## config.mk

```make
export PLATFORM = sky130hd
export DESIGN_NAME = burst_tick_gen
export DESIGN_NICKNAME = d
export VERILOG_FILES = /design/src/rtl/burst_tick_pkg.sv /design/src/rtl/bt_period_timer.sv /design/src/rtl/bt_stream.sv /design/src/rtl/bt_ctrl.sv /design/src/rtl/burst_tick_gen.sv
export SDC_FILE = /design/constraint.sdc
export NUM_CORES = 1
export LEC_CHECK = 0
export ABC_AREA = 1
export CAP_MARGIN = 20
export CORE_MARGIN = 2
export CORE_UTILIZATION = 30
export DETAILED_ROUTE_END_ITERATION = 6
export PLACE_DENSITY = 0.59
export SYNTH_ARGS = -nofsm -noshare
export SYNTH_HDL_FRONTEND = slang
export SYNTH_SLANG_ARGS = --single-unit
export TNS_END_PERCENT = 100
```

## constraint.sdc

```tcl
create_clock -name clk -period 2.2 [get_ports clk]
set_input_delay 0.44 -clock clk [delete_from_list [all_inputs] [get_ports clk]]
set_output_delay 0.44 -clock clk [all_outputs]
set_load 0.05 [all_outputs]
```

## src/rtl/burst_tick_pkg.sv

```systemverilog
package burst_tick_pkg;

  typedef enum logic [1:0] {
    BT_IDLE = 2'd0,
    BT_RUN  = 2'd1,
    BT_FIN  = 2'd2
  } bt_state_e;

  localparam int BT_STREAMS = 2;
  localparam int BT_DAC_IDX = 0;
  localparam int BT_ADC_IDX = 1;

endpackage

```

## src/rtl/bt_period_timer.sv

```systemverilog
module bt_period_timer #(
  parameter int DIV_W = 16
) (
  input  logic             clk,
  input  logic             rst,
  input  logic             load,
  input  logic             run,
  input  logic [DIV_W-1:0] period_m1_i,
  output logic             grid_o
);

  logic [DIV_W-1:0] period_q;
  logic [DIV_W-1:0] phase_q;

  always_ff @(posedge clk) begin
    if (rst) begin
      period_q <= '0;
      phase_q  <= '0;
    end else if (load) begin
      period_q <= period_m1_i;
      phase_q  <= '0;
    end else if (run) begin
      if (phase_q == period_q) phase_q <= '0;
      else                     phase_q <= phase_q + 1'b1;
    end
  end

  assign grid_o = run && (phase_q == '0);

  // the phase never leaves the captured period range
  a_r2_phase_in_range: assert property (@(posedge clk) disable iff (rst)
    run |-> (phase_q <= period_q));

  // the captured period holds still while running
  a_r8_period_held: assert property (@(posedge clk) disable iff (rst)
    (run && !load) |=> (run -> $stable(period_q)));

endmodule

```

## src/rtl/bt_stream.sv

```systemverilog
module bt_stream #(
  parameter int CNT_W = 16,
  parameter int OFS_W = 18
) (
  input  logic             clk,
  input  logic             rst,
  input  logic             load,
  input  logic             clear,
  input  logic             grid,
  input  logic [CNT_W-1:0] count_i,
  input  logic [OFS_W-1:0] offset_i,
  output logic             tick_o,
  output logic             fin_o,
  output logic             last_o
);

  logic [OFS_W-1:0] wait_q;
  logic [CNT_W-1:0] remain_q;
  logic             tick_q;

  always_ff @(posedge clk) begin
    if (rst || clear) begin
      wait_q   <= '0;
      remain_q <= '0;
      tick_q   <= 1'b0;
    end else if (load) begin
      wait_q   <= offset_i;
      remain_q <= count_i;
      tick_q   <= 1'b0;
    end else begin
      tick_q <= 1'b0;
      if (grid) begin
        if (wait_q != '0) begin
          wait_q <= wait_q - 1'b1;
        end else if (remain_q != '0) begin
          remain_q <= remain_q - 1'b1;
          tick_q   <= 1'b1;
        end
      end
    end
  end

  assign tick_o = tick_q;
  assign fin_o  = (remain_q == '0);
  assign last_o = grid && (wait_q == '0) && (remain_q == CNT_W'(1));

  // no strobe on a grid slot still inside the delay window
  a_r3_wait_blocks_tick: assert property (@(posedge clk) disable iff (rst)
    (grid && !clear && !load && (wait_q != '0)) |=> !tick_q);

  // a strobe consumes exactly one unit of the remaining budget
  a_r2_budget_step: assert property (@(posedge clk) disable iff (rst)
    tick_q |-> (remain_q == $past(remain_q) - 1'b1));

endmodule

```

## src/rtl/bt_ctrl.sv

```systemverilog
module bt_ctrl
  import burst_tick_pkg::*;
(
  input  logic clk,
  input  logic rst,
  input  logic start,
  input  logic abort,
  input  logic all_end,
  output logic load_o,
  output logic run_o,
  output logic busy_o,
  output logic done_o
);

  bt_state_e state_q;

  assign load_o = start && !abort && (state_q != BT_RUN);

  always_ff @(posedge clk) begin
    if (rst || abort) begin
      state_q <= BT_IDLE;
    end else if (load_o) begin
      state_q <= BT_RUN;
    end else if (state_q == BT_RUN && all_end) begin
      state_q <= BT_FIN;
    end
  end

  assign run_o  = (state_q == BT_RUN);
  assign busy_o = (state_q == BT_RUN);
  assign done_o = (state_q == BT_FIN);

  // done only arises from a running burst
  a_r5_done_from_run: assert property (@(posedge clk) disable iff (rst)
    $rose(done_o) |-> $past(state_q == BT_RUN));

  // a running burst ignores start until it ends or is aborted
  a_r7_run_sticky: assert property (@(posedge clk) disable iff (rst)
    (run_o && !abort && !all_end) |=> run_o);

endmodule

```

## src/rtl/burst_tick_gen.sv

```systemverilog
module burst_tick_gen
  import burst_tick_pkg::*;
#(
  parameter int DIV_W = 16,
  parameter int CNT_W = 16,
  parameter int OFS_W = 18
) (
  input  logic             clk,
  input  logic             rst,
  input  logic [DIV_W-1:0] cfg_period_m1,
  input  logic [CNT_W-1:0] cfg_count,
  input  logic [OFS_W-1:0] cfg_offset,
  input  logic             start,
  input  logic             abort,
  output logic             dac_tick,
  output logic             adc_tick,
  output logic             busy,
  output logic             done
);

  logic                  load;
  logic                  run;
  logic                  grid;
  logic                  all_end;
  logic [BT_STREAMS-1:0] tick_v;
  logic [BT_STREAMS-1:0] fin_v;
  logic [BT_STREAMS-1:0] last_v;

  bt_ctrl u_ctrl (
    .clk     (clk),
    .rst     (rst),
    .start   (start),
    .abort   (abort),
    .all_end (all_end),
    .load_o  (load),
    .run_o   (run),
    .busy_o  (busy),
    .done_o  (done)
  );

  bt_period_timer #(.DIV_W(DIV_W)) u_timer (
    .clk         (clk),
    .rst         (rst),
    .load        (load),
    .run         (run),
    .period_m1_i (cfg_period_m1),
    .grid_o      (grid)
  );

  for (genvar s = 0; s < BT_STREAMS; s++) begin : g_stream
    logic [OFS_W-1:0] ofs_sel;
    if (s == BT_DAC_IDX) begin : g_lead
      assign ofs_sel = '0;
    end else begin : g_lag
      assign ofs_sel = cfg_offset;
    end
    bt_stream #(.CNT_W(CNT_W), .OFS_W(OFS_W)) u_stream (
      .clk      (clk),
      .rst      (rst),
      .load     (load),
      .clear    (abort),
      .grid     (grid),
      .count_i  (cfg_count),
      .offset_i (ofs_sel),
      .tick_o   (tick_v[s]),
      .fin_o    (fin_v[s]),
      .last_o   (last_v[s])
    );
  end

  assign all_end  = &(fin_v | last_v);
  assign dac_tick = tick_v[BT_DAC_IDX];
  assign adc_tick = tick_v[BT_ADC_IDX];

  // abort leaves every output low on the following cycle
  a_r9_abort_clears: assert property (@(posedge clk) disable iff (rst)
    abort |=> (!busy && !done && !dac_tick && !adc_tick));

  // busy and done never overlap
  a_r4_busy_done_excl: assert property (@(posedge clk) disable iff (rst)
    !(busy && done));

  // strobes only follow a cycle spent running
  a_r2_tick_needs_busy: assert property (@(posedge clk) disable iff (rst)
    (dac_tick || adc_tick) |-> $past(busy));

  // every strobe sits on a grid slot of the shared period
  a_r3_common_grid: assert property (@(posedge clk) disable iff (rst)
    (dac_tick || adc_tick) |-> $past(grid));

endmodule

```

Word-level counts from Yosys, hierarchy flattened
Cells that the tools add are included.

operators by class
  add/sub/neg operators = 5
  equal/unequal tests = 8
  muxes and demuxes = 16
  bitwise logic cells = 2
  reduce and logical (&&, ||, !) cells = 33

operators with widths
  cell                                                count
  2-to-1 mux 16 bit                                   9
  2-to-1 mux 18 bit                                   3
  logical NOT 16 bit                                  3
  logical NOT 18 bit                                  2
  nonzero test 18 bit                                 2
  subtractor 18 x 1 -> 18 bit, second input constant  2
  == test 16 x 1 -> 1 bit, second input constant      2
  nonzero test 16 bit                                 2
  subtractor 16 x 1 -> 16 bit, second input constant  2
  adder 16 x 1 -> 16 bit, second input constant       1
  == test 16 bit                                      1
  nonzero test 2 bit                                  5
  logical AND 1 bit                                   8
  OR reduction 4 bit                                  2
  AND reduction 2 bit                                 3
  AND reduction 3 bit                                 2
  2-to-1 mux 1 bit                                    4
  != test 2 x 1 -> 1 bit, second input constant       2
  OR reduction 2 bit                                  2
  == test 2 x 1 -> 1 bit, second input constant       1
  == test 2 bit, second input constant                1
  != test 2 bit, second input constant                1
  OR 2 bit                                            1
  logical NOT 1 bit                                   1
  other kinds (2)                                     2

storage, ports and cells
  register bits = 104
  bits of input ports = 54
  output and inout port bits = 4
  logic and storage cells = 74

Logic depth before layout (Yosys ltp)
Gate-level depths: netlist of the first run.

  depth in word-level cells = 9
  mapped depth = 12
  mapped depth without buffers = 11

By module
A second synthesis of the first run with hierarchy kept.

unflattened totals
  cell total of the unflattened synthesis = 1145
  area total of the unflattened synthesis = 6964.2 um^2

by module, submodules not included
  module                             times used  cells each  area each (um^2)  sequential area each (um^2)
  bt_stream at g_stream[1].u_stream  1           456         2608.8            700.7
  bt_stream at g_stream[0].u_stream  1           422         2522.4            700.7
  bt_period_timer                    1           246         1697.9            640.6
  bt_ctrl                            1           17          120.1             40.0
  burst_tick_gen                     1           4           15.0              0.0

Worst setup path before layout of the first run
OpenSTA, ideal clock, no wires.

  path type = register -> register
  start point = reg u_ctrl.state_q[0]
  end point = reg g_stream[0].u_stream.wait_q[4]
  setup time = 0.118 ns
  arrival time = 1.542 ns
  required time = 2.082 ns
  path slack = 0.540 ns
  stages on the path, launching flop included = 9
  path buffers = 1
  clock period less this slack = 1.660 ns
  cells stage by stage = dfxtp_1 -> nand2_4 -> inv_2 -> nand3_2 -> nor3_2 -> nand2_2 -> buf_2 -> nor3_1 -> nor2_1

on the way
  longest elaborated chain between the ends = 3
  elaborated cells between the ends (all ways) = 6
  classes of those cells = 2 x eq/ne; 4 x reduce/logical

ends and longest elaborated chain
  what                                  RTL line               text
  start, declared                       bt_ctrl.sv:15          bt_state_e state_q;
  start signal, assigned                bt_ctrl.sv:21          state_q <= BT_IDLE;
  start signal, assigned                bt_ctrl.sv:23          state_q <= BT_RUN;
  start signal, assigned                bt_ctrl.sv:25          state_q <= BT_FIN;
  == test 2 x 1 -> 1 bit                n/a
  net busy                              burst_tick_gen.sv:17   output logic busy,
  logical AND 1 bit                     bt_period_timer.sv:28  assign grid_o = run && (phase_q == '0);
  AND reduction 2 bit (no source line)  n/a
  end signal, assigned                  bt_stream.sv:27        wait_q <= offset_i;
  end signal, assigned                  bt_stream.sv:34        wait_q <= wait_q - 1'b1;
  end, declared                         bt_stream.sv:17        logic [OFS_W-1:0] wait_q;

The timed path passes the listed nets, and every way through them passes these cells.
A chain may end at the register's enable or synchronous reset.

Final worst setup path of the first run
  start point = reg u_timer.phase_q[0]
  end point = reg g_stream[1].u_stream.wait_q[15]

on the way
  longest elaborated chain between the ends = 4

ends and longest elaborated chain
  what                                  RTL line               text
  start, declared                       bt_period_timer.sv:13  logic [DIV_W-1:0] phase_q;
  start signal, assigned                bt_period_timer.sv:24  else phase_q <= phase_q + 1'b1;
  logical NOT 16 bit                    bt_period_timer.sv:28
  logical AND 1 bit                     bt_period_timer.sv:28
  nonzero test 2 bit (no source line)   n/a
  AND reduction 2 bit (no source line)  n/a
  end signal, assigned                  bt_stream.sv:27
  end signal, assigned                  bt_stream.sv:34
  end, declared                         bt_stream.sv:17

Every way passes these cells.

==> Implementation_results.wiki, run 1 <==
{| class="wikitable"
! Metric !! Value
|-
| Run status || completed
|-
| Area taken by multi-input logic gates || 0.003781 mm²
|-
| Most common cell on crit path || nand2_4
|-
| Share of synthesized registers carrying an async set or reset || 0%
|-
| Post-CTS clock slew at the launch and capture registers of the worst setup and hold paths || 70 ps
|-
| Design area || 0.007490 mm²
|-
| Dpl hpwl || 12.29 mm
|-
| Number of buffers inserted by port buffering || 57
|-
| Destination of the worst register-to-register timing path || g_stream[1].u_stream.wait_q[15]$_SDFFE_PP0P_
|-
| Post-synth cell types || 49
|-
| Total power divided by cell area || 618.1 mW/mm²
|-
| Count of maximum capacitance violations || 0
|-
| Number of buffers on the longest clock path || 2
|-
| Startpoint of the tightest hold check path || u_timer.period_q[10]$_SDFFE_PP0P_
|-
| Post-layout util || 35.97%
|-
| Count of routing violations after the opening detailed-route iteration || 341
|-
| Worst-Margin Slew || 623.7 ps
|-
| Setup repair after global routing missed its margin || false
|-
| Number of setup violations in the final report || 0
|-
| Final weighted congestion in routability-driven placement || 0.8351
|-
| Total power after layout || 4.629 mW
|-
| Storage element area || 0.002082 mm²
|-
| Worst setup EP type || flip-flop
|-
| Clock tree from TritonCTS || done
|-
| Hold Path End || u_timer.period_q[10]$_SDFFE_PP0P_
|-
| Max stage delay cell, worst path || dfxtp_1
|-
| Tightest Hold Check Type || reg -> reg
|-
| Most frequently used flop master after synthesis || dfxtp_1
|-
| Synthesized netlist net count || 990
|-
| Pre-CTS setup slack || 85.35 ps
|-
| Clock latency of the later-clocked register in the worst-skew pair || 360 ps
|-
| Final hold viol count || 0
|-
| Clock root buffer || clkbuf_16
|-
| Final worst-path setup slack || 162.3 ps
|-
| Gate family responsible for the most delay along the worst path || simple AND/OR/NAND/NOR gates
|-
| Stage delay of the slowest cell on the critical path || 360 ps
|-
| Overall die area || 0.02219 mm²
|-
| DR vias/cell || 4.720
|-
| Final count of pins violating max slew || 0
|-
| Kind of start point of the critical path || flip-flop
|-
| Horizontal extent of the die || 149.0 µm
|-
| Vias in the first global route || 5535
|-
| Count of yosys warnings during synthesis || 0
|-
| Post-synthesis sequential area ratio || 33.03%
|-
| Total number of H-tree levels || 3
|-
| Number of hold-repair buffers added at the cts stage || 0
|-
| Critical path cell sequence || inv_2 > ha_1 > nor3b_4 > nand2_2 > nor2_4 > nand2_4 > nand2_4 > buf_4 > o211ai_1 > a21oi_1
|-
| Maximum vdd drop || 0.0004004 V
|-
| Largest net degree at the start of global routing || 43
|-
| Worst Clk Skew || 9.739 ps
|-
| Avg Synthesized Cell Area || 6.807 µm²
|-
| Total number of placement rows || 53
|-
| Number of sinks driven by the clock tree || 104
|-
| Post-Synthesis Cells || 926
|-
| Achievable clock frequency || 490.7 MHz
|-
| Effective utilization at floorplan || 30.27%
|-
| Count of flip-flops with a built-in enable after synthesis || 0
|-
| Number of buffers created by CTS || 9
|-
| Data required time at the worst endpoint || 2480 ps
|-
| Tot GR Track Use || 14.87%
|-
| Startpoint-to-endpoint class of the critical path || reg -> reg
|-
| Initial antenna violation count || 0
|-
| Wire length of the first global-routing pass || 26.88 mm
|-
| Hold Path Depth || 2
|-
| Reg-to-reg slack, setup || 160 ps
|-
| Static power due to leakage || 3.133 nW
|-
| First drt pass iteration count || 6
|-
| Period utilisation layout || 92.62%
|-
| Endpoint arrival time on the critical path || 2320 ps
|-
| Filler Cells Inserted || 2298
|-
| Total grt overflow || 0
|-
| Layout cells sized above 1 || 9.413%
|-
| Antenna diodes || 0
|-
| Post-layout nets || 1047
|-
| Crit path buf inv count || 2
|-
| Area growth syn-to-layout || 18.82%
|-
| Max-Slew Margin vs Limit || 58.42%
|-
| Post-synthesis instance area || 0.006304 mm²
|-
| Core area || 0.02082 mm²
|-
| Register bit total from synthesis || 104
|-
| Antenna Nets Post-Route || 0
|-
| Area after DPL || 0.007192 mm²
|-
| Number of I/O pins || 58
|-
| Overall routed net length || 16.21 mm
|-
| Post-layout min period || 2038 ps
|-
| Routed wire length per instance || 12.83 µm
|-
| Vert. Die Dim || 149.0 µm
|-
| Number of cells on the worst reg-to-reg path || 10
|-
| Accumulated negative setup slack || 0 ps
|-
| Peak fanout along the critical path || 14
|-
| Launch point of the worst reg-to-reg path || u_timer.phase_q[0]$_SDFFE_PP0P_
|-
| Vias post-DR || 5961
|-
| Number of remaining DRC errors || 0
|}
[worst register-to-register path, delay by kind of cell (launching register included)]
| family | cells | cell delay [ps] |
|---|---|---|
| compound gates | 2 | 270 |
| fa+ha+maj | 1 | 180 |
| buf+inv | 2 | 340 |
| flops | 1 | 360 |
| simple gates | 5 | 820 |
[flip-flops by register name, summed over array words and instances (netlist names)]
name,count
u_ctrl.state_q,2
u_timer.period_q,16
g_stream.u_stream.tick_o,2
g_stream.u_stream.remain_q,32
g_stream.u_stream.wait_q,36
u_timer.phase_q,16
[layer usage]
metal | wire [µm] | vias to the layer above | part of all wire, % | track usage (%)
li1 | - | 3163 | - | -
met1 | 8098 | 2714 | 50 | 20.70
met2 | 7491 | 69 | 46 | 23.96
met3 | 401 | 15 | 2.5 | 2.080
met4 | 218 | 0 | 1.3 | 4.381
met5 | 0 | - | 0 | 0
[synth_stat cells, types with 7 or more instances]
master    instances  area, µm²
nand2_1         190      713.2
clkbuf_1          9      33.78
nor2_1          160      600.6
nand3_1          34      170.2
inv_1            62      232.7
a21oi_1          73      365.4
o21ai_1          25      125.1
o21ai_0          45      225.2
nand4_1          16      100.1
xor2_1           32      280.3
ha_1             10      125.1
nor2_4            9      101.4
xnor2_1          14      122.6
inv_2             9      33.78
buf_6             7      78.83
nor3_1           21      105.1
dfxtp_1         104       2082
nor2_2            9      56.30
a21boi_0         15      112.6
buf_2             9      45.04
a211oi_1         12      90.09
[layout by cell type (no fill, tap or decap), drive strengths merged, types with 2 or more instances in the layout]
cell type / synthesis / final
clkbuf: 9 / 9
clkdlybuf4s50: 0 / 55
o31ai: 3 / 3
clkinv: 0 / 4
nor3: 24 / 24
a21boi: 15 / 15
clkinvlp: 0 / 2
or2: 8 / 8
nor4: 2 / 2
nor2: 178 / 178
a31oi: 3 / 3
nand3: 39 / 39
xor2: 32 / 32
nand4: 16 / 16
o211ai: 5 / 5
xnor2: 14 / 14
inv: 72 / 73
nor3b: 2 / 2
o21ai: 71 / 71
buf: 21 / 20
ha: 10 / 10
a21oi: 75 / 75
dfxtp: 104 / 104
a211oi: 12 / 12
o22ai: 3 / 3
nand2: 201 / 201
mux2i: 2 / 2
[how the worst max path moves through the flow]
stage,start,depth (start not counted),to,slack (ps)
6_report,u_timer.phase_q[0]$_SDFFE_PP0P_,10,g_stream[1].u_stream.wait_q[15]$_SDFFE_PP0P_,160
3_5_place_dp,start,7,g_stream[0].u_stream.remain_q[5]$_SDFFE_PP0P_,90
4_1_cts,g_stream[1].u_stream.wait_q[0]$_SDFFE_PP0P_,11,g_stream[1].u_stream.remain_q[1]$_SDFFE_PP0P_,150
2_1_floorplan,u_ctrl.state_q[0]$_SDFFE_PP0P_,8,g_stream[0].u_stream.wait_q[4]$_SDFFE_PP0P_,540
5_1_grt,g_stream[1].u_stream.wait_q[0]$_SDFFE_PP0P_,11,g_stream[1].u_stream.remain_q[1]$_SDFFE_PP0P_,2
3_3_place_gp,start,7,g_stream[0].u_stream.remain_q[5]$_SDFFE_PP0P_,100
[per-stage QoR]
step | instances | hold WS (ps)
floorplan | 926 | 448.4
global placement | 1247 | 465.7
detailed placement | 1247 | 467.0
CTS | 1263 | 478.6
global route | 1263 | 506.5
finish | 1263 | 480.7
[logic make-up (layout without fill, tap and decap cells)]
group                    count (synthesis)  count (layout)  share of synthesized area [%]
AND/OR/NAND/NOR                        472             472                          33.96
AO/OA/AOI/OAI                          190             190                          16.95
flip-flops                             104             104                          33.03
buffers and inverters                  102             164                          7.364
XOR/XNOR                                46              46                          6.391
adder cells (fa/ha/maj)                 10              10                          1.985
multiplexers                             2               2                         0.3176
[cell type report]
cell class	instances	area share, %
well taps	275	4.594
clock buffers	9	3.007
clock inverters	7	0.6348
multi-input cells	720	50.48
flip-flops and latches	104	27.80
repair buffers	76	9.806
inverters	72	3.675
[timing repair]
action / CTS / global route
setup buffers: 0 / 0
cloned: 0 / 0
endpoints found under the setup margin: 1 / 7
resized for setup: 1 / 4
[power by group]
| part | switching, mW | total (mW) | leakage [nW] | internal (mW) |
|---|---|---|---|---|
| Clock | 0.757 | 1.52 | 0.132 | 0.768 |
| Sequential | 0.0684 | 2.02 | 0.845 | 1.95 |
| Combinational | 0.642 | 1.09 | 2.16 | 0.444 |
Note: power is estimated with default switching activity, not from simulation.
==> run 2, diff against run 1 <==
- SLEW_MARGIN: unset -> 15
==> results of run 2 <==
No change in the layout: final DEF, timing and power equal those of run 1.
